File: config.mk
export PLATFORM = sky130hd
export DESIGN_NAME = burst_fetch_busctl
export DESIGN_NICKNAME = d
export VERILOG_FILES = /design/src/rtl/busctl_pkg.sv /design/src/rtl/busctl_fsm.sv /design/src/rtl/busctl_dpath.sv /design/src/rtl/burst_fetch_busctl.sv
export SDC_FILE = /design/constraint.sdc
export NUM_CORES = 1
export LEC_CHECK = 0
export BUFFER_PORTS_ARGS = -buffer_cell sky130_fd_sc_hd__buf_4
export CAP_MARGIN = 20
export CORE_UTILIZATION = 45
export CTS_CLUSTER_SIZE = 14
export DETAILED_ROUTE_END_ITERATION = 10
export MAX_ROUTING_LAYER = met4
export PLACE_DENSITY = 0.74
export SLEW_MARGIN = 40
export SYNTH_ARGS = -nofsm -noshare
export SYNTH_HDL_FRONTEND = slang
export SYNTH_SLANG_ARGS = --single-unit
File: constraint.sdc
create_clock -name clk -period 2.49 [get_ports clk]
set_input_delay 0.498 -clock clk [delete_from_list [all_inputs] [get_ports clk]]
set_output_delay 0.498 -clock clk [all_outputs]
set_load 0.02 [all_outputs]
File: src/rtl/busctl_pkg.sv
package busctl_pkg;

    typedef enum logic [2:0] {
        ST_IDLE,
        ST_ADDR,
        ST_SETUP,
        ST_DATA,
        ST_BGAP,
        ST_BDATA,
        ST_DONE
    } bus_state_e;

    typedef enum logic [1:0] {
        K_FETCH = 2'b00,
        K_READ  = 2'b01,
        K_WRITE = 2'b10,
        K_RSVD  = 2'b11
    } req_kind_e;

endpackage

File: src/rtl/busctl_fsm.sv
module busctl_fsm
    import busctl_pkg::*;
(
    input  logic      clk,
    input  logic      rst_n,
    input  logic      req_valid,
    input  req_kind_e cyc_kind,
    input  logic      last_beat,
    input  logic      wait_in,
    input  logic      burst_ack,
    output logic      load,
    output logic      take,
    output logic      drive_addr,
    output logic      req_ready,
    output logic      ale,
    output logic      ad_oe,
    output logic      dstb,
    output logic      bus_rd,
    output logic      bus_wr,
    output logic      burst_req
);

    bus_state_e state, nxt;
    logic       want_burst;
    logic       is_write;

    assign want_burst = (cyc_kind == K_FETCH) && !last_beat;
    assign is_write   = (cyc_kind == K_WRITE);

    // state register
    always_ff @(posedge clk or negedge rst_n) begin
        if (!rst_n) state <= ST_IDLE;
        else        state <= nxt;
    end

    // transitions
    always_comb begin
        nxt  = state;
        load = 1'b0;
        take = 1'b0;
        unique case (state)
            ST_IDLE: begin
                if (req_valid) begin
                    load = 1'b1;
                    nxt  = ST_ADDR;
                end
            end
            ST_ADDR:  nxt = ST_SETUP;
            ST_SETUP: nxt = ST_DATA;
            ST_DATA: begin
                if (!wait_in) begin
                    take = 1'b1;
                    nxt  = (want_burst && burst_ack) ? ST_BGAP : ST_DONE;
                end
            end
            ST_BGAP:  nxt = ST_BDATA;
            ST_BDATA: begin
                if (!wait_in) begin
                    take = 1'b1;
                    nxt  = last_beat ? ST_DONE : ST_BGAP;
                end
            end
            ST_DONE:  nxt = ST_IDLE;
            default:  nxt = ST_IDLE;
        endcase
    end

    // outputs
    always_comb begin
        req_ready  = (state == ST_IDLE);
        ale        = (state == ST_ADDR);
        drive_addr = (state == ST_ADDR);
        dstb       = (state == ST_DATA) || (state == ST_BDATA);
        bus_wr     = is_write && ((state == ST_SETUP) || (state == ST_DATA));
        bus_rd     = !is_write && ((state == ST_SETUP) || (state == ST_DATA) ||
                                   (state == ST_BGAP)  || (state == ST_BDATA));
        ad_oe      = (state == ST_ADDR) || bus_wr;
        burst_req  = want_burst && (state != ST_IDLE) && (state != ST_DONE);
    end

    a_r2_ale_one_clock: assert property (@(posedge clk) disable iff (!rst_n)
        ale |=> !ale);

    a_r4_write_no_burst: assert property (@(posedge clk) disable iff (!rst_n)
        bus_wr |-> !burst_req);

    a_r11_ready_drop_opens_addr: assert property (@(posedge clk) disable iff (!rst_n)
        $fell(req_ready) |-> ale);

endmodule

File: src/rtl/busctl_dpath.sv
module busctl_dpath
    import busctl_pkg::*;
#(
    parameter int BUS_W     = 32,
    parameter int BYTE_BITS = 2,
    parameter int BEAT_BITS = 2,
    localparam int WORD_W   = BUS_W - BYTE_BITS
)(
    input  logic              clk,
    input  logic              rst_n,
    input  logic              load,
    input  logic              take,
    input  logic              drive_addr,
    input  logic [1:0]        req_kind,
    input  logic [WORD_W-1:0] req_word,
    input  logic [BUS_W-1:0]  req_wdata,
    input  logic [BUS_W-1:0]  ad_in,
    output req_kind_e         cyc_kind,
    output logic              last_beat,
    output logic [BUS_W-1:0]  ad_out,
    output logic              fetch_valid,
    output logic [WORD_W-1:0] fetch_word,
    output logic              data_valid,
    output logic [BUS_W-1:0]  rdata
);

    logic [WORD_W-1:0] cur_word;
    logic [BUS_W-1:0]  wdata_q;
    logic [BEAT_BITS-1:0] beat_nxt;

    assign last_beat = &cur_word[BEAT_BITS-1:0];
    assign beat_nxt  = BEAT_BITS'(cur_word[BEAT_BITS-1:0] + 1'b1);
    assign ad_out    = drive_addr ? {cur_word, {BYTE_BITS{1'b0}}} : wdata_q;

    // cycle context: address counter wraps inside the block
    always_ff @(posedge clk or negedge rst_n) begin
        if (!rst_n) begin
            cur_word <= '0;
            cyc_kind <= K_FETCH;
            wdata_q  <= '0;
        end else if (load) begin
            cur_word <= req_word;
            cyc_kind <= req_kind_e'(req_kind);
            wdata_q  <= req_wdata;
        end else if (take) begin
            cur_word[BEAT_BITS-1:0] <= beat_nxt;
        end
    end

    // per-word handoff
    always_ff @(posedge clk or negedge rst_n) begin
        if (!rst_n) begin
            fetch_valid <= 1'b0;
            data_valid  <= 1'b0;
            fetch_word  <= '0;
            rdata       <= '0;
        end else begin
            fetch_valid <= take && (cyc_kind == K_FETCH);
            data_valid  <= take && (cyc_kind != K_FETCH) && (cyc_kind != K_WRITE);
            if (take && (cyc_kind != K_WRITE)) begin
                rdata      <= ad_in;
                fetch_word <= cur_word;
            end
        end
    end

    a_r10_one_pulse_per_take: assert property (@(posedge clk) disable iff (!rst_n)
        (fetch_valid || data_valid) |-> !(fetch_valid && data_valid));

endmodule

File: src/rtl/burst_fetch_busctl.sv
module burst_fetch_busctl
    import busctl_pkg::*;
#(
    parameter int BUS_W       = 32,
    parameter int BLOCK_BYTES = 16,
    localparam int BYTE_BITS  = $clog2(BUS_W / 8),
    localparam int WORD_W     = BUS_W - BYTE_BITS,
    localparam int BEAT_BITS  = $clog2(BLOCK_BYTES) - BYTE_BITS
)(
    input  logic              clk,
    input  logic              rst_n,
    input  logic              req_valid,
    input  logic [1:0]        req_kind,
    input  logic [WORD_W-1:0] req_word,
    input  logic [BUS_W-1:0]  req_wdata,
    output logic              req_ready,
    output logic              ale,
    output logic [BUS_W-1:0]  ad_out,
    output logic              ad_oe,
    input  logic [BUS_W-1:0]  ad_in,
    output logic              dstb,
    output logic              bus_rd,
    output logic              bus_wr,
    input  logic              wait_in,
    output logic              burst_req,
    input  logic              burst_ack,
    output logic              fetch_valid,
    output logic [WORD_W-1:0] fetch_word,
    output logic              data_valid,
    output logic [BUS_W-1:0]  rdata
);

    req_kind_e cyc_kind;
    logic      last_beat;
    logic      load;
    logic      take;
    logic      drive_addr;

    busctl_fsm u_fsm (
        .clk        (clk),
        .rst_n      (rst_n),
        .req_valid  (req_valid),
        .cyc_kind   (cyc_kind),
        .last_beat  (last_beat),
        .wait_in    (wait_in),
        .burst_ack  (burst_ack),
        .load       (load),
        .take       (take),
        .drive_addr (drive_addr),
        .req_ready  (req_ready),
        .ale        (ale),
        .ad_oe      (ad_oe),
        .dstb       (dstb),
        .bus_rd     (bus_rd),
        .bus_wr     (bus_wr),
        .burst_req  (burst_req)
    );

    busctl_dpath #(
        .BUS_W     (BUS_W),
        .BYTE_BITS (BYTE_BITS),
        .BEAT_BITS (BEAT_BITS)
    ) u_dpath (
        .clk         (clk),
        .rst_n       (rst_n),
        .load        (load),
        .take        (take),
        .drive_addr  (drive_addr),
        .req_kind    (req_kind),
        .req_word    (req_word),
        .req_wdata   (req_wdata),
        .ad_in       (ad_in),
        .cyc_kind    (cyc_kind),
        .last_beat   (last_beat),
        .ad_out      (ad_out),
        .fetch_valid (fetch_valid),
        .fetch_word  (fetch_word),
        .data_valid  (data_valid),
        .rdata       (rdata)
    );

    a_r9_no_take_under_wait: assert property (@(posedge clk) disable iff (!rst_n)
        (fetch_valid || data_valid) |-> ($past(dstb) && !$past(wait_in)));

    a_r10_fetch_pulse_single: assert property (@(posedge clk) disable iff (!rst_n)
        fetch_valid |=> !fetch_valid);

    a_r7_burst_stride_no_ale: assert property (@(posedge clk) disable iff (!rst_n)
        (fetch_valid && $past(fetch_valid, 2)) |->
            ((fetch_word == WORD_W'($past(fetch_word, 2) + 1'b1)) && !$past(ale)));

    a_r8_stop_at_block_end: assert property (@(posedge clk) disable iff (!rst_n)
        (fetch_valid && (&fetch_word[BEAT_BITS-1:0])) |-> !burst_req);

endmodule

**Yosys cells after proc, flatten, opt, wreduce, memory -nomap -nowiden**

Cells that the tools add are included.

- Flip-flop bits (word level): 131
- Bits of input ports: 101
- Word-level logic and storage cells: 59

- Add/subtract/negate cells: 1
- Equality and inequality tests: 11
- Mux-type cells: 13
- Reductions and logical operators: 25

Operator list:

| kind | count |
|---|---|
| $mux W32 | 1 |
| $pmux W3 S6 | 1 |
| $logic_and A1 B1 Y1 | 10 |
| $mux W3 | 3 |
| $mux W2 | 4 |
| $ne A2 B2 Y1 const B | 4 |
| $eq A3 B2 Y1 const B | 2 |
| $eq A3 B3 Y1 const B | 2 |
| $logic_or A1 B1 Y1 | 5 |
| $mux W1 | 4 |
| $reduce_bool A2 Y1 | 2 |
| $eq A3 B1 Y1 const B | 1 |
| $logic_not A3 Y1 | 1 |
| $ne A3 B3 Y1 const B | 1 |
| $reduce_and A3 Y1 | 1 |
| $reduce_bool A3 Y1 | 1 |
| $add A2 B1 Y2 const B | 1 |
| $eq A2 B2 Y1 const B | 1 |
| $logic_not A1 Y1 | 2 |
| $logic_not A2 Y1 | 1 |
| $reduce_and A2 Y1 | 1 |
| $reduce_or A2 Y1 | 1 |

**Longest topological paths before layout**

Gate-level depths: netlist of the first run.

- Depth after elaboration: 7
- Gate-level depth with buffers: 6
- Depth with buffers taken out: 4

**Cells and area by module**

Synthesis of the first run repeated with hierarchy kept, for this count alone.

- Cells, all modules: 357
- Area, all modules: 5555.3 um^2

Modules (own cells, without submodules):

| module | instances | cells each | area an instance (um^2) | seq. area each (um^2) |
|---|---|---|---|---|
| busctl_dpath | 1 | 313 | 5186.2 | 3203.1 |
| busctl_fsm | 1 | 44 | 369.1 | 75.1 |

**Worst setup path after synthesis of the first run**

Ideal clock, no wire load.

- Path type: register to output
- From: register u_fsm.state[1]
- To: output port ad_out[14]
- Data arrival time: 1.693 ns
- Slack: 0.299 ns
- Cell stages (with the launch flop): 7
- Path through: dfrtp_1 buf_2 inv_1 and3_1 clkbuf_1 buf_2 mux2_2

- Word-level cells in the longest chain between the ends: 2

Ends and longest elaborated chain:

| what | RTL line | text |
|---|---|---|
| from (decl) | busctl_fsm.sv:23 | `bus_state_e state, nxt;` |
| from (signal assigned) | busctl_fsm.sv:33 | `else state <= nxt;` |
| $eq A3 B1 Y1 | -- |  |
| named net ale | burst_fetch_busctl.sv:17 | `output logic ale,` |
| $mux W32 | busctl_dpath.sv:33 | `assign ad_out = drive_addr ? {cur_word, {BYTE_BITS{1'b0}}} : wdata_q;` |
| to (decl) | burst_fetch_busctl.sv:18 | `output logic [BUS_W-1:0] ad_out,` |

The timed path passes the listed nets, and every way through them passes these cells.

**Final worst setup path of the first run**

- From: register u_fsm.state[2]
- To: output port ad_out[29]

- Word-level cells in the longest chain between the ends: 2

Ends and longest elaborated chain:

| what | RTL line | text |
|---|---|---|
| $eq A3 B1 Y1 | busctl_fsm.sv:72 | `drive_addr = (state == ST_ADDR);` |
| $mux W32 | busctl_dpath.sv:33 |  |

Every way passes these cells.

==> results of run 1 <==
[report_power, final]
| part | switching [mW] | leakage, nW | internal (mW) |
|---|---|---|---|
| Clock | 0.918 | 0.298 | 1.66 |
| Combinational | 2.77 | 2.06 | 2.50 |
| Sequential | 0.660 | 1.61 | 3.16 |
[placed cells by master, fill, tap and decap left out, types with 2 or more instances in the layout]
cell        count
buf_12          2
nor3_1          3
nand2_1       186
nand3_1         2
o21ai_0         4
dfrtp_1       130
clkbuf_8        3
buf_4         210
a31oi_1         2
inv_1           3
mux2_2         87
bufinv_16       3
clkinvlp_4      3
and3_1          2
clkinv_4        2
nor2_1          3
clkinv_2        3
nor2b_1         5
mux2_1          5
clkbuf_16      17
[metal layers]
metal	part of all wire	track usage
met5	0	-
met4	0.0096	0.07928
met3	0.066	0.05770
met2	0.49	0.3721
met1	0.44	0.2930
[sequential cells by signal, summed over array words and instances, names as in the netlist]
signal,cells
u_dpath.cur_word,30
u_dpath.rdata,32
u_dpath.fetch_valid,1
u_dpath.data_valid,1
u_dpath.cyc_kind,2
u_fsm.state,3
u_dpath.wdata_q,32
u_dpath.fetch_word,30
[cells by family after synthesis]
| group | synth area share |
|---|---|
| compound gates | 0.01204 |
| flops | 0.6063 |
| fa+ha+maj | 0.002314 |
| simple gates | 0.1585 |
| buf+inv | 0.02453 |
| mux | 0.1916 |
| xor+xnor | 0.004630 |
[timing repair]
item / CTS / global route
endpoints found under the setup margin: 24 / 0
hold buffers: 1 / 0
resized for setup: 2 / 0
hold endpoints to repair: 22 / 0
[stage by stage]
stage	hold slack [ns]	std cells	power (mW)
floorplan	0.2024	475	6.905
global route	0.2707	837	12.32
CTS	0.2592	837	11.78
detailed placement	0.4164	804	9.146
finish	0.2809	837	11.66
global placement	0.4080	804	8.959
[worst reg2reg max path, cell delays in order (launching register included)]
cell and delay (ns):
dfrtp_1 0.37, buf_4 0.18, or4b_2 0.67, buf_4 0.36, nor2_1 0.20, a31oi_1 0.07
[worst paths after layout]
kind	from	to	slack, ns	depth (start not counted)
worst min-delay path	req_wdata[7]	u_dpath.wdata_q[7]$_DFFE_PN0P_	0.28	3
min in group asynchronous	rst_n	u_dpath.rdata[4]$_DFFE_PN0P_	0.54	2
worst max-delay path	u_fsm.state[2]$_DFFE_PN0P_	ad_out[29]	0.07	5
worst max register to register	u_fsm.state[1]$_DFFE_PN0P_	u_dpath.cur_word[1]$_DFFE_PN0P_	0.47	5
max in group asynchronous	rst_n	u_dpath.wdata_q[6]$_DFFE_PN0P_	1.08	3
worst min register to register	u_dpath.wdata_q[5]$_DFFE_PN0P_	u_dpath.wdata_q[5]$_DFFE_PN0P_	0.47	2
[cell type report]
type                       count  share of cell area
clock buffer                  20             0.06040
clock inverter                12             0.01992
inverter                       3            0.001457
multi-input combinational    315              0.2601
sequential                   131              0.4245
tap                          143             0.02316
timing repair buffer         213              0.2105
==> impl_metrics.ini, run 1 <==
[outcome]
status = complete, but fails checks
failed_checks = DRC

[floorplanning]
die_h_um = 111.6
num_rows = 39
core_area_mm2 = 0.01156
pin_count = 204
die_width_um = 111.6
die_area_mm2 = 0.01246
start_util = 0.4675

[timing]
rsz0062_at_grt = false
slew-limit-headroom = 0.5396
timing.fmax_mhz = 412.7
period_share = 0.9731
drv_slew = 0
worstMarginPinSlew_ns = 0.6906
min_period_ns = 2.423
finClkSkew_ns = 0.01335
fin_tns_setup_ns = 0
hold_violations = 0
setup_viol = 0
timing.final.ws_setup_ns = 0.06699

[clocking]
post-cts-setup-buffer-count = 0
cts_max_path_buffers = 2
clk_latency_ns = 0.41
cts-root-buf = clkbuf_16
cts_buffers = 17
cts.clk_slew.worst_paths_ns = 0.06
tritoncts = done
cts_max_level = 4
numClockSinks = 131

[pwr]
power_density_mw_per_mm2 = 1509
p_leak_nw = 3.971
peakVddDrop_uv = 777.3

[logic_synthesis]
synth_ff_type = dfrtp_1
synth_top_cells_by_area = dfrtp_1, mux2_2, nand2_1, buf_2, mux2_1
synth-edff-count = 0
yosys.area.top_type_share = 0.6063
synthTopCellsByCount = nand2_1, dfrtp_1, mux2_2, buf_2, clkbuf_1
syn_inst = 475
synth.distinct_cells = 30
yosysMostFrequentCell = nand2_1
ys.warnings.count = 0
seq_area_frac_synth = 0.6063
ys_seq_elements = 131
netlist_area_mm2 = 0.005406
yosys.area.top_type = dfrtp_1
syn_area_per_cell_um2 = 11.38
synthesis.nets = 577
async_flop_share = 1.000

[finish]
antenna_cells = 0
nets = 783
multiInputGateArea_mm2 = 0.002009
drive_above_1_share = 0.4885
fin_util = 0.6681
ff_latch_area_mm2 = 0.003279
fin_area_mm2 = 0.007726
area_delta_synth_final_pct = 42.91
final.fill_count = 941

[routing]
drt-initial-drc-count = 227
vias_per_cell = 4.944
wirelength_mm = 13.18
via_count = 4138
drt_first_pass_iters = 7
routedWlPerCell_um = 15.75
drc = 17
detail-route-antenna-nets = 0

[critical_path]
cp.required_ns = 1.99
end_kind = output pin
start_kind = flop
cp_max_fo = 28
crit_chain = inv_1 > and3_4 > buf_12 > mux2_2 > buf_4
slowest_delay_ns = 0.39
cp_slowest_cell = dfrtp_1
path_class = flop to output pin
cp_top_family = buffers and inverters
cp.arrival_ns = 1.93
cp.buffers_inverters = 3

[run]
maxCapViolCount = 0

[place]
hpwl_mm = 9.200
port_buffers = 203
gp_congestion = 0.7841
post-place-ws_ns = 0.3453
detailed_place.area_mm2 = 0.007091

[worst_hold_path]
min_path_type = primary input to flop

[global_routing]
track_usage = 0.2338
grt_pass1_wl_mm = 21.82
antenna_found_initial = 0
grt_pass1_vias = 4327
grt_max_degree = 110
grt_overflow = 0
(Power assumes the default switching activity.)
==> inputs of run 2 (changes only) <==
--- a/config.mk
+++ b/config.mk
@@ -7,12 +7,15 @@
 export LEC_CHECK = 0
 export BUFFER_PORTS_ARGS = -buffer_cell sky130_fd_sc_hd__buf_4
 export CAP_MARGIN = 20
-export CORE_UTILIZATION = 45
+export CELL_PAD_IN_SITES_DETAIL_PLACEMENT = 1
+export CELL_PAD_IN_SITES_GLOBAL_PLACEMENT = 2
+export CORE_UTILIZATION = 30
 export CTS_CLUSTER_SIZE = 14
 export DETAILED_ROUTE_END_ITERATION = 10
 export MAX_ROUTING_LAYER = met4
-export PLACE_DENSITY = 0.74
+export PLACE_DENSITY_LB_ADDON = 0.1
 export SLEW_MARGIN = 40
 export SYNTH_ARGS = -nofsm -noshare
 export SYNTH_HDL_FRONTEND = slang
 export SYNTH_SLANG_ARGS = --single-unit
+export TNS_END_PERCENT = 30
==> run 2 against run 1 <==
Effect of this change:
- the run now ends clean
- via count increased by 1.4%
- non-clock buffer count increased by 3
- critical path depth decreased by 1
- sequential share of layout area decreased by 0.55 points
- clock power decreased by 8.6%
- routed wire length increased by 14%
- die area increased by 49%
- maximum frequency increased by 1.1%
- clock skew decreased by 0.0035 ns
- flip-flop and latch count unchanged
- largest cell class unchanged
- highest routed layer unchanged
==> impl_metrics.ini, run 2 (synthesis gave the netlist of run 1 again) <==
[routing]
routedWlPerCell_um = 16.34
vias_per_cell = 4.550
drt-initial-drc-count = 166
wirelength_mm = 15.06
via_count = 4195
drc = 0
detail-route-antenna-nets = 0
drt_first_pass_iters = 4

[finish]
largestRegisters = u_dpath.rdata (32), u_dpath.wdata_q (32)
final.fill_count = 1916
layout.cells.most_common_list = buf_4, nand2_1, dfrtp_1
drive_above_1_share = 0.4907
final_common_cell = buf_4
antenna_cells = 0
area_delta_synth_final_pct = 44.78
nets = 786
fin_util = 0.4479

[run]
maxCapViolCount = 0

[clocking]
post-cts-setup-buffer-count = 0
cts_max_path_buffers = 2
cts_max_level = 4
hold_buffers = 0
cts.clk_slew.worst_paths_ns = 0.06
cts-root-buf = clkbuf_16
numClockSinks = 131
cts_buffers = 17
tritoncts = done
clk_latency_ns = 0.42

[timing]
worstMarginPinSlew_ns = 0.5611
finClkSkew_ns = 0.009893
timing.fmax_mhz = 417.2
hold_violations = 0
rsz0062_at_grt = false
setup_viol = 0
min_period_ns = 2.397
slew-limit-headroom = 0.6259
drv_slew = 0
fin_tns_setup_ns = 0
period_share = 0.9627

[critical_path]
path_class = flop to output pin
cp_max_fo = 16
cp.arrival_ns = 1.90
rr_worst_depth = 5
r2r-end = u_dpath.rdata[19]$_DFFE_PN0P_
end_kind = output pin
start_kind = flop
cp.required_ns = 1.99
timing.rr.start = u_fsm.state[1]$_DFFE_PN0P_
r2r_slack_ns = 0.53

[floorplanning]
core_area_mm2 = 0.01748
pin_count = 204
die_h_um = 136.2
die_area_mm2 = 0.01856
num_rows = 48
die_width_um = 136.2
start_util = 0.3093

[place]
hpwl_mm = 10.47
port_buffers = 203
gp_congestion = 0.7743

[global_routing]
track_usage = 0.1761
grt_pass1_vias = 4473
grt_overflow = 0
antenna_found_initial = 0
grt_max_degree = 62
grt_pass1_wl_mm = 23.94

[pwr]
seq_power_share = 0.330
power_density_mw_per_mm2 = 1474
p_clk_frac = 0.204
peakVddDrop_uv = 598.5
total_switching_power_mw = 4.401
p_comb_frac = 0.466
swShare = 0.3816
p_leak_nw = 3.962
p_int_mw = 7.134

[worst_hold_path]
min_path_type = primary input to asynchronous set/reset pin

[outcome]
status = completed
## run 2: final cells by class
class                      count  area (um2)  share of cell area
sequential                   131        3279              0.4190
clock buffer                  20       456.7             0.05834
inverter                       3       11.26            0.001439
tap                          225       281.5             0.03597
clock inverter                12       108.9             0.01391
timing repair buffer         216        1680              0.2147
multi-input combinational    315        2009              0.2567
## run 2: worst max path at each step
stage / start / to / slack (ns) / depth (start not counted)
2_1_floorplan: u_fsm.state[1]$_DFFE_PN0P_ / ad_out[14] / 0.30 / 6
3_3_place_gp: wait_in / u_dpath.rdata[2]$_DFFE_PN0P_ / 0.47 / 5
3_5_place_dp: u_fsm.state[0]$_DFFE_PN0P_ / ad_out[21] / 0.39 / 4
4_1_cts: u_fsm.state[0]$_DFFE_PN0P_ / ad_out[21] / 0.02 / 4
5_1_grt: u_fsm.state[2]$_DFFE_PN0P_ / ad_out[4] / 0.01 / 5
6_report: u_fsm.state[0]$_DFFE_PN0P_ / ad_out[4] / 0.09 / 4
## run 2: repair_timing
| item | in CTS | in global routing |
|---|---|---|
| setup endpoints to repair | 29 | 29 |
| gates resized for setup | 1 | 1 |
| cloned | 0 | 1 |
## run 2: layer usage
layer  wire, um  GRT usage  vias to the layer above
met5          0          -                        -
li1           -          -                     1971
met4        195    0.04815                        0
met2       7092     0.2741                      136
met3       1011    0.05444                       13
met1       6762     0.2206                     2075
## run 2: critical path, cell delays in order (launching register included)
cell	delay, ns
dfrtp_2	0.47
and3_4	0.29
clkbuf_16	0.22
mux2_2	0.35
buf_4	0.16
## run 2: stage by stage
step	hold slack, ns	cell area (um2)	power, mW	std cells	setup WS (ns)
after CTS	0.05908	7799	11.66	921	0.02275
after floorplan	0.2024	5406	6.905	475	0.2993
after detailed placement	0.4595	7232	9.236	889	0.3872
after global routing	0.08236	7828	12.35	922	0.01244
after global placement	0.4543	7232	9.067	889	0.4656
final	0.06022	7828	11.54	922	0.09297
## run 2: power by group through the flow
stage,logic (mW),clock network (mW),registers (mW)
floorplan,2.66,0,4.25
global placement,5.25,0,3.82
detailed placement,5.38,0,3.85
CTS,5.40,2.43,3.83
global route,5.85,2.53,3.97
finish,5.38,2.35,3.81
==> inputs of run 3 (changes only) <==
--- a/config.mk
+++ b/config.mk
@@ -9,13 +9,15 @@
 export CAP_MARGIN = 20
 export CELL_PAD_IN_SITES_DETAIL_PLACEMENT = 1
 export CELL_PAD_IN_SITES_GLOBAL_PLACEMENT = 2
-export CORE_UTILIZATION = 30
+export CORE_UTILIZATION = 33
 export CTS_CLUSTER_SIZE = 14
 export DETAILED_ROUTE_END_ITERATION = 10
 export MAX_ROUTING_LAYER = met4
 export PLACE_DENSITY_LB_ADDON = 0.1
+export RECOVER_POWER = 25
 export SLEW_MARGIN = 40
 export SYNTH_ARGS = -nofsm -noshare
 export SYNTH_HDL_FRONTEND = slang
+export SYNTH_HIERARCHICAL = 1
 export SYNTH_SLANG_ARGS = --single-unit
 export TNS_END_PERCENT = 30
==> run 3 against run 2 <==
Effect of this change:
- critical path depth rose by 1
- die area is 6.5% lower
- routed wire length decreased by 9.9%
- sequential share of layout area shrank 0.57 points
- via count down 13%
- critical path type unchanged
- critical endpoint is now ad_out[7]
- highest routed layer unchanged
- hold slack better by 0.23 ns
==> impl_metrics.ini, run 3 <==
[logic_synthesis]
synth_top_family_by_area = multiplexers
synth-edff-count = 0
synthTopCellsByCount = mux2_2, dfrtp_1, buf_2, clkbuf_8, nand2_1
synth_top_cells_by_area = dfrtp_1, mux2_2, clkbuf_8, mux2_4, buf_2
yosys.area.top_type_share = 0.5901
syn_area_per_cell_um2 = 15.56
synth.distinct_cells = 37
seq_area_frac_synth = 0.5901
yosys.area_share.simple = 0.02748
yosysMostFrequentCell = mux2_2
synth_xor_area_frac = 0.003153
synth_ff_type = dfrtp_1
async_flop_share = 1.000
netlist_area_mm2 = 0.005555
synthesis.nets = 462
yosys.area.top_type = dfrtp_1
ys_seq_elements = 131
synth_compound_area_frac = 0.02095
synth_adder_area_share = 0.009009
synth_mux_area_frac = 0.3153
syn_inst = 357
ys.warnings.count = 6

[global_routing]
grt_overflow = 0
grt_max_degree = 49
grt_pass1_wl_mm = 22.10
track_usage = 0.1715
grt_pass1_vias = 3980
antenna_found_initial = 0

[timing]
hold-worst-slack_ns = 0.2945
slew-limit-headroom = 0.1694
fin_tns_setup_ns = 0
timing.final.ws_setup_ns = 0.1031
finClkSkew_ns = 0.01068
hold_violations = 0
period_share = 0.9586
min_period_ns = 2.387
drv_slew = 0
rsz0062_at_grt = false
timing.fmax_mhz = 418.9
setup_viol = 0
worstMarginPinSlew_ns = 1.246

[finish]
final.fill_count = 1742
fin_area_mm2 = 0.007938
area_delta_synth_final_pct = 42.88
final_common_cell = buf_4
final_cell_count_no_fill = 804
largestRegisters = u_dpath/rdata (32), u_dpath/wdata_q (32)
drive_above_1_share = 0.6969
antenna_cells = 0
layout.cells.most_common_list = buf_4, mux2_2, dfrtp_1
nets = 676

[clocking]
cts-root-buf = clkbuf_16
cts_max_path_buffers = 2
cts.clk_slew.worst_paths_ns = 0.06
tritoncts = done
hold_buffers = 0
cts_max_level = 4
numClockSinks = 131
clk_latency_ns = 0.41
cts_buffers = 17

[routing]
m1WireLength_mm = 5.900
wirelength_mm = 13.57
wl_met2_mm = 6.523
vias_per_cell = 4.541
drt_first_pass_iters = 6
via_count = 3651
drc = 0
dr_wl_met3_mm = 1.009
detail-route-antenna-nets = 0
drt-initial-drc-count = 101
highest_layer = met4
routedWlPerCell_um = 16.88

[critical_path]
cp_slowest_cell = dfrtp_2
end_kind = output pin
cp.arrival_ns = 1.89
cp_top_family = flip-flops
slowest_delay_ns = 0.45
cp.buffers_inverters = 3
start_kind = flop
path_class = flop to output pin
cp_max_fo = 20
crit_chain = inv_2 > and3_2 > buf_12 > mux2_2 > buf_4
cp.required_ns = 1.99

[place]
post-place-ws_ns = 0.3205
gp_congestion = 0.7857
port_buffers = 203
detailed_place.area_mm2 = 0.007321
hpwl_mm = 9.961
placedCellCount = 770

[floorplanning]
die_width_um = 131.7
start_util = 0.3362
num_rows = 47
die_h_um = 131.7
core_area_mm2 = 0.01652
pin_count = 204
die_area_mm2 = 0.01736

[pwr]
power_density_mw_per_mm2 = 1504
peakVddDrop_uv = 513.7
p_leak_nw = 3.710

[outcome]
status = completed

[worst_hold_path]
min_path_type = primary input to flop

[run]
maxCapViolCount = 0
run 3: cell types whose count changed after synthesis, moves of 5 or more:
cell	change
nand2_1	-180
mux2_2	+59
clkbuf_1	-8
buf_2	-6
clkbuf_8	+6
mux2_4	+5
run 3: layout make-up:
| type | instances | area, um2 | area share |
|---|---|---|---|
| clock buffers | 19 | 452.9 | 0.05706 |
| clock inverters | 13 | 150.1 | 0.01892 |
| inverters | 4 | 15.01 | 0.001892 |
| multi-input cells | 201 | 2092 | 0.2636 |
| flip-flops and latches | 131 | 3281 | 0.4133 |
| well taps | 220 | 275.3 | 0.03468 |
| repair buffers | 216 | 1672 | 0.2106 |
run 3: timing repair:
item                                    CTS  global route
resized for setup                         5             2
endpoints found under the setup margin   30            30
buffers inserted                          0             2
run 3: cells by family after synthesis:
logic type,count (synthesis)
multiplexers,154
flip-flops,131
AND/OR/NAND/NOR,26
buffers and inverters,25
AO/OA/AOI/OAI,15
adder cells (fa/ha/maj),4
XOR/XNOR,2
run 3: stage by stage:
| stage | utilization | power [mW] |
|---|---|---|
| after floorplan | - | 7.280 |
| after global placement | 0.4430 | 9.363 |
| after detailed placement | 0.4430 | 9.517 |
| after CTS | 0.4804 | 12.10 |
| after global routing | 0.4804 | 12.63 |
| final | 0.4804 | 11.93 |
run 3: power breakdown:
| group | switching [mW] | total [mW] | internal [mW] |
|---|---|---|---|
| combinational | 2.64 | 5.54 | 2.90 |
| sequential | 0.665 | 3.89 | 3.22 |
| clock | 0.967 | 2.51 | 1.54 |
| total | 4.27 | 11.9 | 7.66 |
run 3: per-layer routing:
metal  global-route usage  vias up
met5                    -        -
met4              0.05814        0
met3              0.06190       13
met2               0.2616      134
met1               0.2100     1802
li1                     -     1702
run 3: tightest hold or removal path: stages:
cell,delay [ns]
buf_4,0.08
nand2_1,0.03
o21ai_0,0.06
run 3: final timing paths:
path | startpoint | depth (start not counted) | slack (ns) | end
min in group asynchronous | rst_n | 1 | 0.34 | u_dpath/rdata[0]$_DFFE_PN0P_
worst min register to register | u_dpath/wdata_q[1]$_DFFE_PN0P_ | 1 | 0.50 | u_dpath/wdata_q[1]$_DFFE_PN0P_
worst max register to register | u_fsm/state[2]$_DFFE_PN0P_ | 6 | 0.36 | u_dpath/fetch_word[10]$_DFFE_PN0P_
worst min-delay path | req_word[0] | 3 | 0.29 | u_dpath/cur_word[0]$_DFFE_PN0P_
max in group asynchronous | rst_n | 2 | 0.49 | u_dpath/wdata_q[27]$_DFFE_PN0P_
worst max-delay path | u_fsm/state[2]$_DFFE_PN0P_ | 5 | 0.10 | ad_out[7]
